### src/rtl/osel_pkg.sv
package osel_pkg;

   localparam int unsigned OSEL_LFSR_W = 16;
   localparam logic [OSEL_LFSR_W-1:0] OSEL_SEED = 16'hACE1;

   // x^16 + x^14 + x^13 + x^11 + 1, shift towards the MSB
   function automatic logic [OSEL_LFSR_W-1:0] osel_lfsr_next(input logic [OSEL_LFSR_W-1:0] s);
      logic fb;
      fb = s[15] ^ s[13] ^ s[12] ^ s[10];
      return {s[OSEL_LFSR_W-2:0], fb};
   endfunction

endpackage

### src/rtl/osel_lfsr.sv
module osel_lfsr
   import osel_pkg::*;
#(
   parameter bit                    IMPL = 1'b1,
   parameter logic [OSEL_LFSR_W-1:0] SEED = OSEL_SEED
) (
   input  logic                   clk,
   input  logic                   rst,
   input  logic                   step,
   output logic [OSEL_LFSR_W-1:0] state
);

   if (SEED == '0) begin : g_bad_seed
      $error("osel_lfsr: seed must be nonzero");
   end

   if (IMPL) begin : g_lfsr
      logic [OSEL_LFSR_W-1:0] s_q;

      always_ff @(posedge clk) begin
         if (rst)       s_q <= SEED;
         else if (step) s_q <= osel_lfsr_next(s_q);
      end

      assign state = s_q;

      AST_LFSR_NONZERO: assert property (@(posedge clk) disable iff (rst)
         s_q != '0);
      AST_LFSR_HOLD: assert property (@(posedge clk) disable iff (rst)
         !step |=> $stable(s_q));
   end else begin : g_no_lfsr
      logic unused_step;
      assign unused_step = step;
      assign state       = '0;
   end

endmodule

### src/rtl/osel_reload.sv
module osel_reload #(
   parameter int unsigned CNT_W = 16,
   parameter int unsigned JIT_W = 8
) (
   input  logic [CNT_W-1:0] interval,
   input  logic             jitter_on,
   input  logic [JIT_W-1:0] noise,
   output logic [CNT_W-1:0] reload
);

   localparam logic [CNT_W-1:0] ONE = CNT_W'(1);

   logic [JIT_W-1:0] noise_g;
   logic [CNT_W-1:0] mixed;

   assign noise_g = jitter_on ? noise : '0;

   if (JIT_W == CNT_W) begin : g_full
      assign mixed = interval ^ noise_g;
   end else begin : g_low
      assign mixed = {interval[CNT_W-1:JIT_W], interval[JIT_W-1:0] ^ noise_g};
   end

   always_comb begin
      reload = mixed;
      if (mixed == '0) reload = ONE;
   end

   always_comb begin
      AST_RELOAD_MIN: assert (reload != '0);
   end

endmodule

### src/rtl/osel_countdown.sv
module osel_countdown #(
   parameter int unsigned CNT_W = 16
) (
   input  logic             clk,
   input  logic             rst,
   input  logic             en,
   input  logic             op_vld,
   input  logic [CNT_W-1:0] reload,
   output logic             expire
);

   localparam logic [CNT_W-1:0] ONE = CNT_W'(1);

   logic [CNT_W-1:0] cnt_q;
   logic             elig;
   logic             run_out;

   assign elig    = en & op_vld;
   assign run_out = (cnt_q <= ONE);
   assign expire  = elig & run_out;

   always_ff @(posedge clk) begin
      if (rst)          cnt_q <= '0;
      else if (!en)     cnt_q <= reload;
      else if (op_vld)  cnt_q <= run_out ? reload : cnt_q - ONE;
   end

   AST_COUNT_NONZERO: assert property (@(posedge clk) disable iff (rst)
      (!en || op_vld) |=> cnt_q != '0);
   AST_COUNT_IDLE: assert property (@(posedge clk) disable iff (rst)
      (en && !op_vld) |=> $stable(cnt_q));

endmodule

### src/rtl/osel_track.sv
module osel_track (
   input  logic clk,
   input  logic rst,
   input  logic hit,
   input  logic op_done,
   output logic accept,
   output logic collide,
   output logic busy
);

   logic busy_q;
   logic free;

   assign free    = ~busy_q | op_done;
   assign accept  = hit & free;
   assign collide = hit & ~free;
   assign busy    = busy_q;

   always_ff @(posedge clk) begin
      if (rst)          busy_q <= 1'b0;
      else if (accept)  busy_q <= 1'b1;
      else if (op_done) busy_q <= 1'b0;
   end

   AST_ONE_INFLIGHT: assert property (@(posedge clk) disable iff (rst)
      (busy_q && !op_done) |-> !accept);
   AST_BUSY_SET: assert property (@(posedge clk) disable iff (rst)
      accept |=> busy_q);
   AST_COLLIDE_KEEPS: assert property (@(posedge clk) disable iff (rst)
      collide |=> busy_q);
   AST_EXCLUSIVE: assert property (@(posedge clk) disable iff (rst)
      !(accept && collide));

endmodule

### src/rtl/op_sample_sel.sv
module op_sample_sel
   import osel_pkg::*;
#(
   parameter int unsigned CNT_W       = 16,
   parameter int unsigned JIT_W       = 8,
   parameter bit          JITTER_IMPL = 1'b1
) (
   input  logic             clk,
   input  logic             rst,
   input  logic             en,
   input  logic             op_vld,
   input  logic             op_done,
   input  logic [CNT_W-1:0] interval,
   input  logic             jitter_en,
   output logic             sample_sel,
   output logic             busy,
   output logic             ev_pop,
   output logic             ev_sampled,
   output logic             ev_collide
);

   if (CNT_W < 2) begin : g_chk_cnt
      $error("op_sample_sel: CNT_W must be at least 2");
   end
   if (JIT_W < 1 || JIT_W > CNT_W || JIT_W > OSEL_LFSR_W) begin : g_chk_jit
      $error("op_sample_sel: JIT_W must lie in 1..min(CNT_W,16)");
   end

   logic [OSEL_LFSR_W-1:0] lfsr_s;
   logic [CNT_W-1:0]       reload;
   logic                   jit_on;
   logic                   expire;
   logic                   accept;
   logic                   collide;
   logic                   elig;

   assign jit_on = JITTER_IMPL & jitter_en;
   assign elig   = en & op_vld;

   osel_lfsr #(.IMPL(JITTER_IMPL), .SEED(OSEL_SEED)) u_lfsr (
      .clk   (clk),
      .rst   (rst),
      .step  (expire & jit_on),
      .state (lfsr_s)
   );

   osel_reload #(.CNT_W(CNT_W), .JIT_W(JIT_W)) u_reload (
      .interval  (interval),
      .jitter_on (jit_on),
      .noise     (lfsr_s[JIT_W-1:0]),
      .reload    (reload)
   );

   osel_countdown #(.CNT_W(CNT_W)) u_cnt (
      .clk    (clk),
      .rst    (rst),
      .en     (en),
      .op_vld (op_vld),
      .reload (reload),
      .expire (expire)
   );

   osel_track u_track (
      .clk     (clk),
      .rst     (rst),
      .hit     (expire),
      .op_done (op_done),
      .accept  (accept),
      .collide (collide),
      .busy    (busy)
   );

   assign sample_sel = accept;

   always_ff @(posedge clk) begin
      if (rst) begin
         ev_pop     <= 1'b0;
         ev_sampled <= 1'b0;
         ev_collide <= 1'b0;
      end else begin
         ev_pop     <= elig;
         ev_sampled <= accept;
         ev_collide <= collide;
      end
   end

   AST_QUIET_OFF: assert property (@(posedge clk) disable iff (rst)
      !en |-> !sample_sel);
   AST_POP_AFTER_SEL: assert property (@(posedge clk) disable iff (rst)
      sample_sel |=> ev_pop);
   AST_SAMPLED_AFTER_SEL: assert property (@(posedge clk) disable iff (rst)
      sample_sel |=> ev_sampled);
   AST_COLLIDE_NO_SEL: assert property (@(posedge clk) disable iff (rst)
      ev_collide |-> (busy && !ev_sampled));
   AST_BUSY_HOLD: assert property (@(posedge clk) disable iff (rst)
      (busy && !op_done) |=> busy);

endmodule

### config.mk
export PLATFORM = sky130hd
export DESIGN_NAME = op_sample_sel
export DESIGN_NICKNAME = d
export VERILOG_FILES = /design/src/rtl/osel_pkg.sv /design/src/rtl/osel_lfsr.sv /design/src/rtl/osel_reload.sv /design/src/rtl/osel_countdown.sv /design/src/rtl/osel_track.sv /design/src/rtl/op_sample_sel.sv
export SDC_FILE = /design/constraint.sdc
export NUM_CORES = 1
export LEC_CHECK = 0
export ABC_AREA = 1
export BUFFER_PORTS_ARGS = -buffer_cell sky130_fd_sc_hd__buf_4
export CAP_MARGIN = 10
export CORE_ASPECT_RATIO = 0.6
export CORE_MARGIN = 1
export CORE_UTILIZATION = 25
export DETAILED_ROUTE_END_ITERATION = 8
export HOLD_SLACK_MARGIN = 0.06
export PLACE_DENSITY_LB_ADDON = 0.25
export SLEW_MARGIN = 20
export SYNTH_ARGS = -nofsm -noshare
export SYNTH_HDL_FRONTEND = slang
export SYNTH_HIERARCHICAL = 1
export SYNTH_SLANG_ARGS = --single-unit
### constraint.sdc
create_clock -name clk -period 3.01 [get_ports clk]
set_clock_uncertainty 0.15 [all_clocks]
set_input_delay 0.301 -clock clk [delete_from_list [all_inputs] [get_ports clk]]
set_output_delay 0.301 -clock clk [all_outputs]
set_load 0.01 [all_outputs]
# Yosys cells after proc, flatten, opt, wreduce, memory -nomap -nowiden
# Cells that the tools add are included.
word_totals:
  word_cells: 30
  latchBits: 0
  output_inout_bits: 5
  ramBits: 0
  memories: 0
  mem_bits_ro: 0
  input_bits: 22
  reg_bits: 36
classes:
  eq_ne: 1
  bitwise: 12
  n_lt_le_gt_ge: 1
  div_mod_pow: 0
  addsub: 1
  multipliers: 0
  shifts: 0
  n_reduce_logical: 2
  muxes: 7
op_table:
  columns: ["operator", "n"]
  rows:
  - ["16-bit two-way mux", 4]
  - ["16-bit by 1-bit less-or-equal comparator with 1-bit output, second input constant", 1]
  - ["16-bit zero test", 1]
  - ["16-bit by 1-bit subtractor with 16-bit output, second input constant", 1]
  - ["8-bit two-way mux", 1]
  - ["8-bit XOR", 1]
  - ["1-bit bitwise AND", 5]
  - ["1-bit XOR", 3]
  - ["1-bit two-way mux", 2]
  - ["2-bit by 1-bit != test with 1-bit output, second input constant", 1]
  - ["1-bit NOT", 2]
  - ["2-bit nonzero test", 1]
  - ["1-bit bitwise OR", 1]

# Depth between registers and ports, before layout
depth:
  ltp_word: 7
  ltp_mapped: 13
  ltp_nobuf: 12

# Hierarchy
# Netlist, hierarchy kept.
modules_own_cells:
  columns: ["mod", "cells_each", "n_inst", "area_each_um2", "seq_area_each_um2"]
  rows:
  - ["osel_countdown", 188, 1, 1167.4, 320.3]
  - ["osel_lfsr", 82, 1, 633.1, 320.3]
  - ["osel_reload", 61, 1, 271.5, 0.0]
  - ["op_sample_sel", 11, 1, 90.1, 60.1]
  - ["osel_track", 7, 1, 51.3, 20.0]

# Least setup slack after synthesis
# No wires, ideal clock.
synth_timing:
  path_kind: "register to register"
  startpoint: "reg u_cnt.cnt_q[0]"
  endpoint: "reg u_lfsr.g_lfsr.s_q[11], in the netlist u_lfsr/state[11]"
  synth_period_minus_slack_ps: 1781
  slack_ps: 1229
  path_stages_with_launch: 14
  n_path_buf: 2
  t_arrival_ps: 1505
  t_required_ps: 2734
  cell_sequence: "dfxtp_1 > inv_1 > ha_1 > nand3_2 > nand2_2 > nand3_4 > nor2_1 > nand2_1 > inv_1 > buf_6 > inv_6 > buf_8 > nand2_1 > o211ai_1"
synth_between:
  elab_chain_cells: 3
synth_lines:
  columns: ["item", "line", "rtl"]
  rows:
  - ["from (decl)", "osel_countdown.sv:14", "logic [CNT_W-1:0] cnt_q;"]
  - ["from (signal assigned)", "osel_countdown.sv:24", "else if (!en) cnt_q <= reload;"]
  - ["from (signal assigned)", "osel_countdown.sv:25", "else if (op_vld) cnt_q <= run_out ? reload : cnt_q - ONE;"]
  - ["16-bit by 1-bit less-or-equal comparator with 1-bit output", "osel_countdown.sv:19", "assign run_out = (cnt_q <= ONE);"]
  - ["1-bit bitwise AND", "osel_countdown.sv:20", "assign expire = elig & run_out;"]
  - ["named net expire", "op_sample_sel.sv:32", "logic expire;"]
  - ["1-bit bitwise AND", "op_sample_sel.sv:43", ".step (expire & jit_on),"]
  - ["to (signal assigned)", "osel_lfsr.sv:22", "else if (step) s_q <= osel_lfsr_next(s_q);"]
  - ["to (decl)", "osel_lfsr.sv:18", "logic [OSEL_LFSR_W-1:0] s_q;"]
# The timed path passes the listed nets, and every way through them passes these cells.
# A chain may end at the register's enable or synchronous reset.

# Worst setup path in the final report
layout_timing:
  startpoint: "reg u_cnt.cnt_q[0]"
  endpoint: "out sample_sel"
layout_between:
  elab_chain_cells: 3
layout_lines:
  columns: ["item", "line", "rtl"]
  rows:
  - ["16-bit by 1-bit less-or-equal comparator with 1-bit output", "osel_countdown.sv:19", null]
  - ["1-bit bitwise AND", "osel_countdown.sv:20", null]
  - ["named net expire", "op_sample_sel.sv:32", null]
  - ["1-bit bitwise AND", "osel_track.sv:15", "assign accept = hit & free;"]
  - ["to (decl)", "op_sample_sel.sv:15", "output logic sample_sel,"]
# The timed path passes the listed nets, and every way through them passes these cells.

==> flow_summary.ini <==
[status]
outcome = finished, final reports clean

[timing]
worst_pin_slew_ns = 0.955
tns_ns = 0
relSlewSlack = 0.362
finalCritPeriodShare = 0.764
period_minus_slack_ns = 2.30
rsz0062_at_grt = false
fmax_mhz = 435
setup_viol = 0
hold_viol_final = 0
final-max-slew-violation-count = 0
fin_ws_ns = 0.710

[placed_design]
gp_congestion = 0.774
dp_worst_setup_slack_ns = 0.762
port_buffers = 26
dp_hpwl_um = 3860

[cts]
holdBufCountCts = 0
cts_root_buffer = clkbuf_16
cts_tree = built
cts_buffers = 5
clockBufferDepth = 2
cts_resized = 0
htreeDepth = 2
insertion_delay_ns = 0.28
clk_pin_slew_worst_paths_ns = 0.06
clock_sinks = 36
post-cts-setup-buffers = 0

[setup_path]
reg2regPathDepth = 11
path_class = reg -> out
r2r-start = u_cnt/cnt_q[0]
startpoint_type = flop
rr_endpoint = u_lfsr/state[12]
crit_fanout = 4
slowest_stage = dfxtp_1
required_ns = 2.56
crit_path_max_incr_delay_ns = 0.33
reg2reg_slack_ns = 0.72
path_cells = inv_1, ha_1, nand3_2, nand2_2, nand3_4, nor2_1, inv_1, a21oi_1, buf_4
crit_path_frequent_cell = inv_1
arrival_ns = 1.85
cp-end-kind = primary output

[synthesis]
syn_area_um2 = 2210
synth_nets = 373
netlist_instances = 349
synth_seq_area_share = 0.326
async_flop_share = 0
ys_warn_count = 6
ys_ff_latch = 36
synth_edf_count = 0
ys_types = 29
synth_area_leaders = dfxtp_1 33%, nand2_1 15%, nor2_1 8.1%
synth_top_cell_area_share = 0.326
synth_top_flop_cell = dfxtp_1
synth_top_cell_by_area = dfxtp_1
syn_area_per_cell_um2 = 6.34

[min_path]
hold_start = op_vld
min_path_cells = 3
holdCritPathClass = in -> reg
hold_end = ev_pop

[pwr]
p_leak_nw = 1.32
irDropWorstVdd_v = 0.000235
power_density_nw_per_um2 = 578

[die]
design.core.area_um2 = 8560
die_w_um = 123
initial_core_util = 0.259
die_h_um = 74.9
io_pins = 27
fp.dieArea_um2 = 9250
rows = 26

[grt]
antenna_found_initial = 0
grt_first_pass_wirelength_um = 8810
grt_pass1_vias = 1826
grt_max_degree = 33
grt-ovfl-total = 0
grtUsageTotal = 0.125

[routing]
drt-total-wl_um = 5170
dr.pass1.iters = 4
avgRoutedWirePerCell_um = 10.9
drt_iter0_drc = 86
drc_errors = 0
vias = 2005
via_per_inst = 4.21
antenna_left = 0

[job]
cap_violations = 0

[finish]
seqCellArea_um2 = 721
drive_gt1_frac = 0.148
insertedDiodeCount = 0
area_growth_pct = 19.4
fillers = 934
multi_input_area_um2 = 1180
nets = 387
cell usage after synthesis, types with 2 or more instances:
master and count:
nand3b_1 3, xnor2_1 4, inv_1 44, o21bai_1 3, o21ai_1 7, dfxtp_1 36, inv_2 2, nor2_1 48
xor2_1 7, nand2_2 8, nand2_1 89, a21oi_1 19, ha_1 2, o21ai_0 25, nand3_1 20, nor2_2 3
clkbuf_1 12, buf_6 5, nor2_4 2
report_power, final:
| part | internal (mW) | switching, mW | total (mW) |
|---|---|---|---|
| sequential | 0.501 | 0.0251 | 0.526 |
| clock | 0.558 | 0.202 | 0.760 |
| combinational | 0.0970 | 0.143 | 0.240 |
| total | 1.16 | 0.370 | 1.53 |
layout make-up:
type	count	share of cell area
multi-input combinational	246	0.447
inverter	47	0.0687
sequential	36	0.273
clock inverter	3	0.0341
clock buffer	5	0.0473
timing repair buffer	27	0.0767
tap	112	0.0530
critical path, delay by kind of cell (launching register included):
kind,cells,cell delay (ns)
adders and majority gates,1,0.24
AOI/OAI and AO/OA,1,0.16
DFF,1,0.33
and+or+nand+nor,4,0.47
buffers and inverters,3,0.36
flip-flops by register name, indices dropped and copies added (netlist names):
register / count
ev_collide: 1
ev_pop: 1
ev_sampled: 1
u_cnt/cnt_q: 16
u_lfsr/state: 16
u_track/busy: 1
kinds of logic (layout without fill, tap and decap cells):
kind of cell / Yosys count / in the layout / share of synthesized area
simple gates: 176 / 176 / 0.344
buf+inv: 67 / 82 / 0.140
compound gates: 57 / 57 / 0.136
flops: 36 / 36 / 0.326
xor+xnor: 11 / 11 / 0.0435
fa+ha+maj: 2 / 2 / 0.0113
worst max path at each step:
stage | startpoint | to | slack [ns] | cells past startpoint
global route | u_cnt/cnt_q[0] | u_lfsr/state[0] | 0.52 | 11
CTS | u_cnt/cnt_q[0] | sample_sel | 0.69 | 9
global placement | u_cnt/cnt_q[0] | u_lfsr/state[12] | 0.87 | 11
floorplan | u_cnt/cnt_q[0] | u_lfsr/state[11] | 1.23 | 13
detailed placement | u_cnt/cnt_q[0] | u_lfsr/state[12] | 0.76 | 11
finish | u_cnt/cnt_q[0] | sample_sel | 0.71 | 9
metal layers:
| metal | part of all wire | track usage |
|---|---|---|
| met1 | 0.60 | 0.193 |
| met2 | 0.36 | 0.165 |
| met3 | 0.039 | 0.0326 |
| met4 | 0.0056 | 0.0361 |
| met5 | 0 | 0 |
cells in the final DEF, fill, tap and decap left out:
| cell | Yosys | routed |
|---|---|---|
| a21oi_2 | 1 | 1 |
| o21ai_0 | 25 | 25 |
| ha_1 | 2 | 2 |
| xor2_1 | 7 | 7 |
| nor2_1 | 48 | 48 |
| buf_4 | 1 | 27 |
| nor2_4 | 2 | 2 |
| nand3b_1 | 3 | 3 |
| dfxtp_1 | 36 | 36 |
| nand3_1 | 20 | 20 |
| o21ai_1 | 7 | 7 |
| nand3_2 | 1 | 1 |
| nor2_2 | 3 | 3 |
| o211ai_1 | 1 | 1 |
| bufinv_16 | 0 | 3 |
| nand2_1 | 89 | 89 |
| a21oi_1 | 19 | 19 |
| o22ai_1 | 1 | 1 |
| clkbuf_16 | 0 | 5 |
| nand2_2 | 8 | 8 |
| nand3_4 | 1 | 1 |
| xnor2_1 | 4 | 4 |
| inv_6 | 1 | 1 |
| nor3_1 | 1 | 1 |
| o21bai_1 | 3 | 3 |
| inv_2 | 2 | 2 |
| inv_1 | 44 | 44 |
metrics by stage:
| stage | std cells | util | cell area (um2) | power (mW) | hold slack [ns] |
|---|---|---|---|---|---|
| CTS | 476 | 0.309 | 2640 | 1.54 | 0.113 |
| global route | 476 | 0.309 | 2640 | 1.60 | 0.119 |
| finish | 476 | 0.309 | 2640 | 1.53 | 0.116 |
| global placement | 468 | 0.284 | 2430 | 0.774 | 0.303 |
| floorplan | 349 | - | 2210 | 0.715 | 0.213 |
| detailed placement | 468 | 0.284 | 2430 | 0.777 | 0.307 |
(Power assumes the default switching activity.)
